## config.mk

```make
export PLATFORM = sky130hd
export DESIGN_NAME = bit_flip_atomic
export DESIGN_NICKNAME = d
export VERILOG_FILES = /design/src/rtl/btc_pkg.sv /design/src/rtl/btc_rst_sync.sv /design/src/rtl/btc_mask.sv /design/src/rtl/btc_ctrl.sv /design/src/rtl/btc_dpath.sv /design/src/rtl/bit_flip_atomic.sv
export SDC_FILE = /design/constraint.sdc
export NUM_CORES = 1
export LEC_CHECK = 0
export BUFFER_PORTS_ARGS = -buffer_cell sky130_fd_sc_hd__buf_2
export CAP_MARGIN = 25
export CELL_PAD_IN_SITES_DETAIL_PLACEMENT = 1
export CELL_PAD_IN_SITES_GLOBAL_PLACEMENT = 2
export CORE_ASPECT_RATIO = 0.9
export CORE_MARGIN = 2
export CORE_UTILIZATION = 30
export DETAILED_ROUTE_END_ITERATION = 6
export GPL_TIMING_DRIVEN = 0
export PLACE_DENSITY_LB_ADDON = 0.15
export SYNTH_ARGS = -nofsm -noshare
export SYNTH_HDL_FRONTEND = slang
export SYNTH_HIERARCHICAL = 1
export SYNTH_SLANG_ARGS = --single-unit
export TNS_END_PERCENT = 10
```

## constraint.sdc

```tcl
create_clock -name clk -period 3 [get_ports clk]
set_input_delay 0.6 -clock clk [delete_from_list [all_inputs] [get_ports clk]]
set_output_delay 0.6 -clock clk [all_outputs]
set_load 0.005 [all_outputs]
```

## src/rtl/btc_pkg.sv

```systemverilog
package btc_pkg;
  typedef enum logic [1:0] {
    ST_IDLE = 2'd0,
    ST_RD   = 2'd1,
    ST_WR   = 2'd2
  } btc_state_t;

  localparam logic [1:0] TGT_XMEM = 2'd0;
  localparam logic [1:0] TGT_YMEM = 2'd1;
endpackage

```

## src/rtl/btc_rst_sync.sv

```systemverilog
module btc_rst_sync (
  input  logic clk,
  input  logic rst_n,
  output logic rst_sync_n
);
  logic [1:0] sync_q;

  always_ff @(posedge clk or negedge rst_n) begin
    if (!rst_n) sync_q <= 2'b00;
    else        sync_q <= {sync_q[0], 1'b1};
  end

  assign rst_sync_n = sync_q[1];
endmodule

```

## src/rtl/btc_mask.sv

```systemverilog
module btc_mask #(
  parameter int DATA_W = 24,
  parameter int IDX_W  = 5
) (
  input  logic [IDX_W-1:0]  idx,
  output logic [DATA_W-1:0] mask,
  output logic              legal
);
  for (genvar i = 0; i < DATA_W; i++) begin : g_dec
    assign mask[i] = (idx == IDX_W'(i));
  end

  assign legal = ({1'b0, idx} < (IDX_W+1)'(DATA_W));
endmodule

```

## src/rtl/btc_ctrl.sv

```systemverilog
module btc_ctrl
  import btc_pkg::*;
(
  input  logic clk,
  input  logic rst_n,
  input  logic cmd_valid,
  input  logic cmd_is_reg,
  input  logic cmd_legal,
  input  logic bus_ack,
  output logic cmd_ready,
  output logic load_cmd,
  output logic read_cap,
  output logic rf_fire,
  output logic bus_req,
  output logic bus_we,
  output logic bus_lock,
  output logic done,
  output logic illegal
);
  btc_state_t state_q, state_d;
  logic done_d, ill_d;
  logic accept;

  assign cmd_ready = (state_q == ST_IDLE);
  assign accept    = cmd_valid & cmd_ready;
  assign load_cmd  = accept & cmd_legal & ~cmd_is_reg;
  assign rf_fire   = accept & cmd_legal & cmd_is_reg;
  assign bus_req   = (state_q == ST_RD) | (state_q == ST_WR);
  assign bus_we    = (state_q == ST_WR);
  assign bus_lock  = bus_req;
  assign read_cap  = (state_q == ST_RD) & bus_ack;

  always_comb begin
    state_d = state_q;
    done_d  = 1'b0;
    ill_d   = 1'b0;
    case (state_q)
      ST_IDLE: begin
        if (accept) begin
          if (!cmd_legal) begin
            done_d = 1'b1;
            ill_d  = 1'b1;
          end else if (cmd_is_reg) begin
            done_d = 1'b1;
          end else begin
            state_d = ST_RD;
          end
        end
      end
      ST_RD: begin
        if (bus_ack) state_d = ST_WR;
      end
      ST_WR: begin
        if (bus_ack) begin
          state_d = ST_IDLE;
          done_d  = 1'b1;
        end
      end
      default: state_d = ST_IDLE;
    endcase
  end

  always_ff @(posedge clk or negedge rst_n) begin
    if (!rst_n) begin
      state_q <= ST_IDLE;
      done    <= 1'b0;
      illegal <= 1'b0;
    end else begin
      state_q <= state_d;
      done    <= done_d;
      illegal <= ill_d;
    end
  end
endmodule

```

## src/rtl/btc_dpath.sv

```systemverilog
module btc_dpath #(
  parameter int DATA_W = 24,
  parameter int ADDR_W = 16
) (
  input  logic              clk,
  input  logic              rst_n,
  input  logic              load_cmd,
  input  logic [DATA_W-1:0] cmd_mask,
  input  logic              cmd_space,
  input  logic [ADDR_W-1:0] cmd_addr,
  input  logic              read_cap,
  input  logic [DATA_W-1:0] bus_rdata,
  input  logic              rf_fire,
  input  logic [DATA_W-1:0] rf_rdata,
  output logic [ADDR_W-1:0] bus_addr,
  output logic              bus_space,
  output logic [DATA_W-1:0] bus_wdata,
  output logic [DATA_W-1:0] rf_wdata,
  output logic              carry
);
  logic [DATA_W-1:0] mask_q, mask_d;
  logic [DATA_W-1:0] hold_q, hold_d;
  logic [ADDR_W-1:0] addr_q, addr_d;
  logic              space_q, space_d;
  logic              carry_q, carry_d;

  always_comb begin
    mask_d  = mask_q;
    addr_d  = addr_q;
    space_d = space_q;
    hold_d  = hold_q;
    carry_d = carry_q;
    if (load_cmd) begin
      mask_d  = cmd_mask;
      addr_d  = cmd_addr;
      space_d = cmd_space;
    end
    if (read_cap) begin
      hold_d  = bus_rdata;
      carry_d = |(bus_rdata & mask_q);
    end else if (rf_fire) begin
      carry_d = |(rf_rdata & cmd_mask);
    end
  end

  always_ff @(posedge clk or negedge rst_n) begin
    if (!rst_n) begin
      mask_q  <= '0;
      addr_q  <= '0;
      space_q <= 1'b0;
      hold_q  <= '0;
      carry_q <= 1'b0;
    end else begin
      mask_q  <= mask_d;
      addr_q  <= addr_d;
      space_q <= space_d;
      hold_q  <= hold_d;
      carry_q <= carry_d;
    end
  end

  assign bus_addr  = addr_q;
  assign bus_space = space_q;
  assign bus_wdata = hold_q ^ mask_q;
  assign rf_wdata  = rf_rdata ^ cmd_mask;
  assign carry     = carry_q;
endmodule

```

## src/rtl/bit_flip_atomic.sv

```systemverilog
module bit_flip_atomic #(
  parameter int DATA_W = 24,
  parameter int ADDR_W = 16,
  parameter int RF_AW  = 3,
  parameter int IDX_W  = 5
) (
  input  logic              clk,
  input  logic              rst_n,
  input  logic              cmd_valid,
  output logic              cmd_ready,
  input  logic [IDX_W-1:0]  cmd_bit,
  input  logic [1:0]        cmd_tgt,
  input  logic [ADDR_W-1:0] cmd_addr,
  output logic              done,
  output logic              illegal,
  output logic              carry,
  output logic              bus_req,
  output logic              bus_we,
  output logic              bus_space,
  output logic [ADDR_W-1:0] bus_addr,
  output logic [DATA_W-1:0] bus_wdata,
  input  logic [DATA_W-1:0] bus_rdata,
  input  logic              bus_ack,
  output logic              bus_lock,
  output logic [RF_AW-1:0]  rf_addr,
  input  logic [DATA_W-1:0] rf_rdata,
  output logic              rf_we,
  output logic [DATA_W-1:0] rf_wdata
);
  logic              rst_sync_n;
  logic [DATA_W-1:0] cmd_mask;
  logic              cmd_legal;
  logic              load_cmd, read_cap, rf_fire;

  btc_rst_sync u_rst (
    .clk        (clk),
    .rst_n      (rst_n),
    .rst_sync_n (rst_sync_n)
  );

  btc_mask #(.DATA_W(DATA_W), .IDX_W(IDX_W)) u_mask (
    .idx   (cmd_bit),
    .mask  (cmd_mask),
    .legal (cmd_legal)
  );

  btc_ctrl u_ctrl (
    .clk        (clk),
    .rst_n      (rst_sync_n),
    .cmd_valid  (cmd_valid),
    .cmd_is_reg (cmd_tgt[1]),
    .cmd_legal  (cmd_legal),
    .bus_ack    (bus_ack),
    .cmd_ready  (cmd_ready),
    .load_cmd   (load_cmd),
    .read_cap   (read_cap),
    .rf_fire    (rf_fire),
    .bus_req    (bus_req),
    .bus_we     (bus_we),
    .bus_lock   (bus_lock),
    .done       (done),
    .illegal    (illegal)
  );

  btc_dpath #(.DATA_W(DATA_W), .ADDR_W(ADDR_W)) u_dpath (
    .clk       (clk),
    .rst_n     (rst_sync_n),
    .load_cmd  (load_cmd),
    .cmd_mask  (cmd_mask),
    .cmd_space (cmd_tgt[0]),
    .cmd_addr  (cmd_addr),
    .read_cap  (read_cap),
    .bus_rdata (bus_rdata),
    .rf_fire   (rf_fire),
    .rf_rdata  (rf_rdata),
    .bus_addr  (bus_addr),
    .bus_space (bus_space),
    .bus_wdata (bus_wdata),
    .rf_wdata  (rf_wdata),
    .carry     (carry)
  );

  assign rf_addr = cmd_addr[RF_AW-1:0];
  assign rf_we   = rf_fire;
endmodule

```

==> metrics.txt <==
CTS tree=built; PwrDens=793.5 mW/mm²; worst setup slack after layout=0.2739 ns; Die ar.=0.01315 mm²; crit path kind=in2out; DRC violations left=0; drt wl/cell=17.45 µm; critical path launch point type=primary input; first-pass GRT wire length=16260 µm; Final Util=0.4118; post-DR vias/cell=4.544; Post-Synth XOR/XNOR Area=0.05720; min Tclk post-route=2.726 ns; CP max FO=8; Hold Path Class=in2async; WL met1=4742 µm; mux cell area share after synthesis=0.2053; router iterations before antenna repair=4; Post-Route Skew=0.006273 ns; final non-filler cell total=610; Die Wd=120.7 µm; largest family of logic cells by synthesized area=multiplexers; gpl congestion=0.7098; Clk Latency, worst-skew pair=0.34 ns; most common cell after layout, fill and taps aside=buf_2; required time of the critical path=between 2 and 2.5 ns; largest net degree at the start of global routing=49; initial antenna violation count=0; antenna-violating nets left=0; final number of setup-violating endpoints=0; Seq/Total Area, Yosys=0.4903; Synth Net Count=389; fin crit share=0.9087; Iter 0 DRT Violations=84; simple-gate share of the synthesized area=0.08104; Hold Fails Final Rpt=0; nets=550; GR Overflow Total=0; Placed Instances=595; area of placed instances=0.004652 mm²; DR WL met3=between 800 and 900 µm; I/O Pins=151; diode count=0; Max Slew Vio Count=0; Cells after Synth=285; Total Routed Length=10640 µm; mean area per synthesized cell=12.89 µm²; row count=38; clock sink count=72; outcome=completed; CTS Buf Count=9; worst endpoint data arrival time=~2.1 ns; Synth Cell Area=0.003675 mm²; crit end category=output pin; Layout area overhead=34.25%; post-synthesis compound-gate area fraction=0.03541; total vias in the final route=about 2800; Worst Tran Pin Value=around 0.67 ns; RSZ-0062 raised after global routing=false; die height=109.0 µm; pre-CTS setup slack=0.3051 ns; r2r worst-path depth=7; post-CTS resize count=0; Synth cell types=34; final instance area=0.004933 mm²; WL met2=4921 µm; share of post-route cells with drive strength above 1=0.5511; Max Cap Viol=0; CTS root buf=clkbuf_16; CORE AREA=0.01198 mm²; I/O Buffers=between 100 and 150; commonest cells after routing, fill and taps aside=buf_2, dfrtp_1, mux2_2; Setup Fix Bufs, Post-CTS=0; Max Freq=366.8 MHz; VDD IR max=0.3614 mV; Syn. warnings=6; #FFs+latches synth=72; H-tree levels=3; worst-case clock buffer depth=2; Hold-fix buffers, CTS=0; Top Layer Used=met4; initial core utilization=0.3067; vias in the first global route=between 2000 and 3000; Adder-Cell Fraction of Synth Area=0.09874; leakage power=2.562 nW; DPL Wire Length=around 8500 µm; CTS clock-pin slew for the worst setup and hold paths=approximately 0.06 ns; GRT Resource Usage Total=0.1694; max_slew headroom=0.5479; Hold Slack=between 0.03 and 0.04 ns
[registers in the layout (all words and copies together), names as in the netlist]
signal,count
u_dpath/bus_space,1
u_dpath/carry,1
u_ctrl/illegal,1
u_dpath/mask_q,24
u_rst/sync_q,2
u_dpath/bus_addr,16
u_dpath/hold_q,24
u_ctrl/state_q,2
u_ctrl/done,1
[critical path: stages]
cell,delay [ns]
buf_2,0.13
or2_1,0.22
buf_2,0.17
nor3_1,0.53
ha_1,0.35
buf_2,0.13
[power by group]
group	switching, W	internal, W	total, W
sequential	0.000217	0.00132	0.00154
combinational	0.000574	0.000783	0.00136
clock	0.000420	0.000601	0.00102
[cells in the mapped netlist (all sizes together)]
library cell / count / area (µm²)
a21o: 1 / 7.510
a21oi: 1 / 5.000
a221oi: 1 / 8.760
a222oi: 1 / 10.01
a22o: 1 / 8.760
a22oi: 8 / 60.06
a2bb2oi: 1 / 15.01
a31oi: 1 / 6.260
and2: 1 / 6.260
and3: 1 / 6.260
buf: 14 / 95.09
clkbuf: 1 / 3.750
conb: 1 / 3.750
dfrtp: 72 / 1802
ha: 29 / 362.9
inv: 4 / 15.01
mux2: 67 / 754.5
nand2: 5 / 18.77
nand2b: 3 / 18.77
nand3: 2 / 10.01
nand3b: 2 / 15.01
nand4: 3 / 18.77
nor2: 22 / 82.58
nor3: 8 / 40.04
nor4: 5 / 31.28
nor4b: 1 / 15.01
o32ai: 1 / 8.760
or2: 1 / 6.260
or3: 1 / 6.260
or3b: 2 / 22.52
xor2: 24 / 210.2
[routing by layer]
metal | vias up | GRT usage
met4 | 0 | 0.04734
met3 | 11 | 0.06381
li1 | 1338 | -
met1 | 1327 | 0.2210
met2 | 96 | 0.2643
met5 | - | 0
[worst paths after layout]
path / from / to / slack [ns]
max: cmd_bit[4] / rf_wdata[10] / 0.27
min: rst_n / u_rst/sync_q[1] / 0.03
max reg2reg: u_ctrl/state_q[0] / u_dpath/mask_q[6] / 0.99
min reg2reg: u_rst/sync_q[1] / u_dpath/mask_q[0] / 0.23
max in group asynchronous: u_rst/sync_q[1] / u_ctrl/state_q[1] / 2.21
min in group clk: u_rst/sync_q[0] / u_rst/sync_q[1] / 0.36
[layout make-up]
class / count / area, µm²
fill: 1367 / 7048
sequential: 72 / 1805
multi-input combinational: 194 / 1759
timing repair buffer: 150 / 773.2
clock buffer: 11 / 252.7
tap: 160 / 200.2
buffer: 15 / 98.84
clock inverter: 4 / 28.78
inverter: 4 / 15.01
[through the flow]
| step | power (W) | setup TNS (ns) |
|---|---|---|
| floorplan | 0.002308 | 0 |
| global placement | 0.002890 | -12.04 |
| CTS | 0.003999 | 0 |
| global route | 0.004203 | 0 |
| finish | 0.003915 | 0 |
| detailed placement | 0.002947 | 0 |
[kinds of logic (layout without fill, tap and decap cells)]
logic type               after synthesis  in the layout
flip-flops                            72             72
adder cells (fa/ha/maj)               29             29
other                                  1              1
AO/OA/AOI/OAI                         16             16
AND/OR/NAND/NOR                       57             57
XOR/XNOR                              24             24
buffers and inverters                 19            184
multiplexers                          67             67
Power figures use the tool's default switching activity.
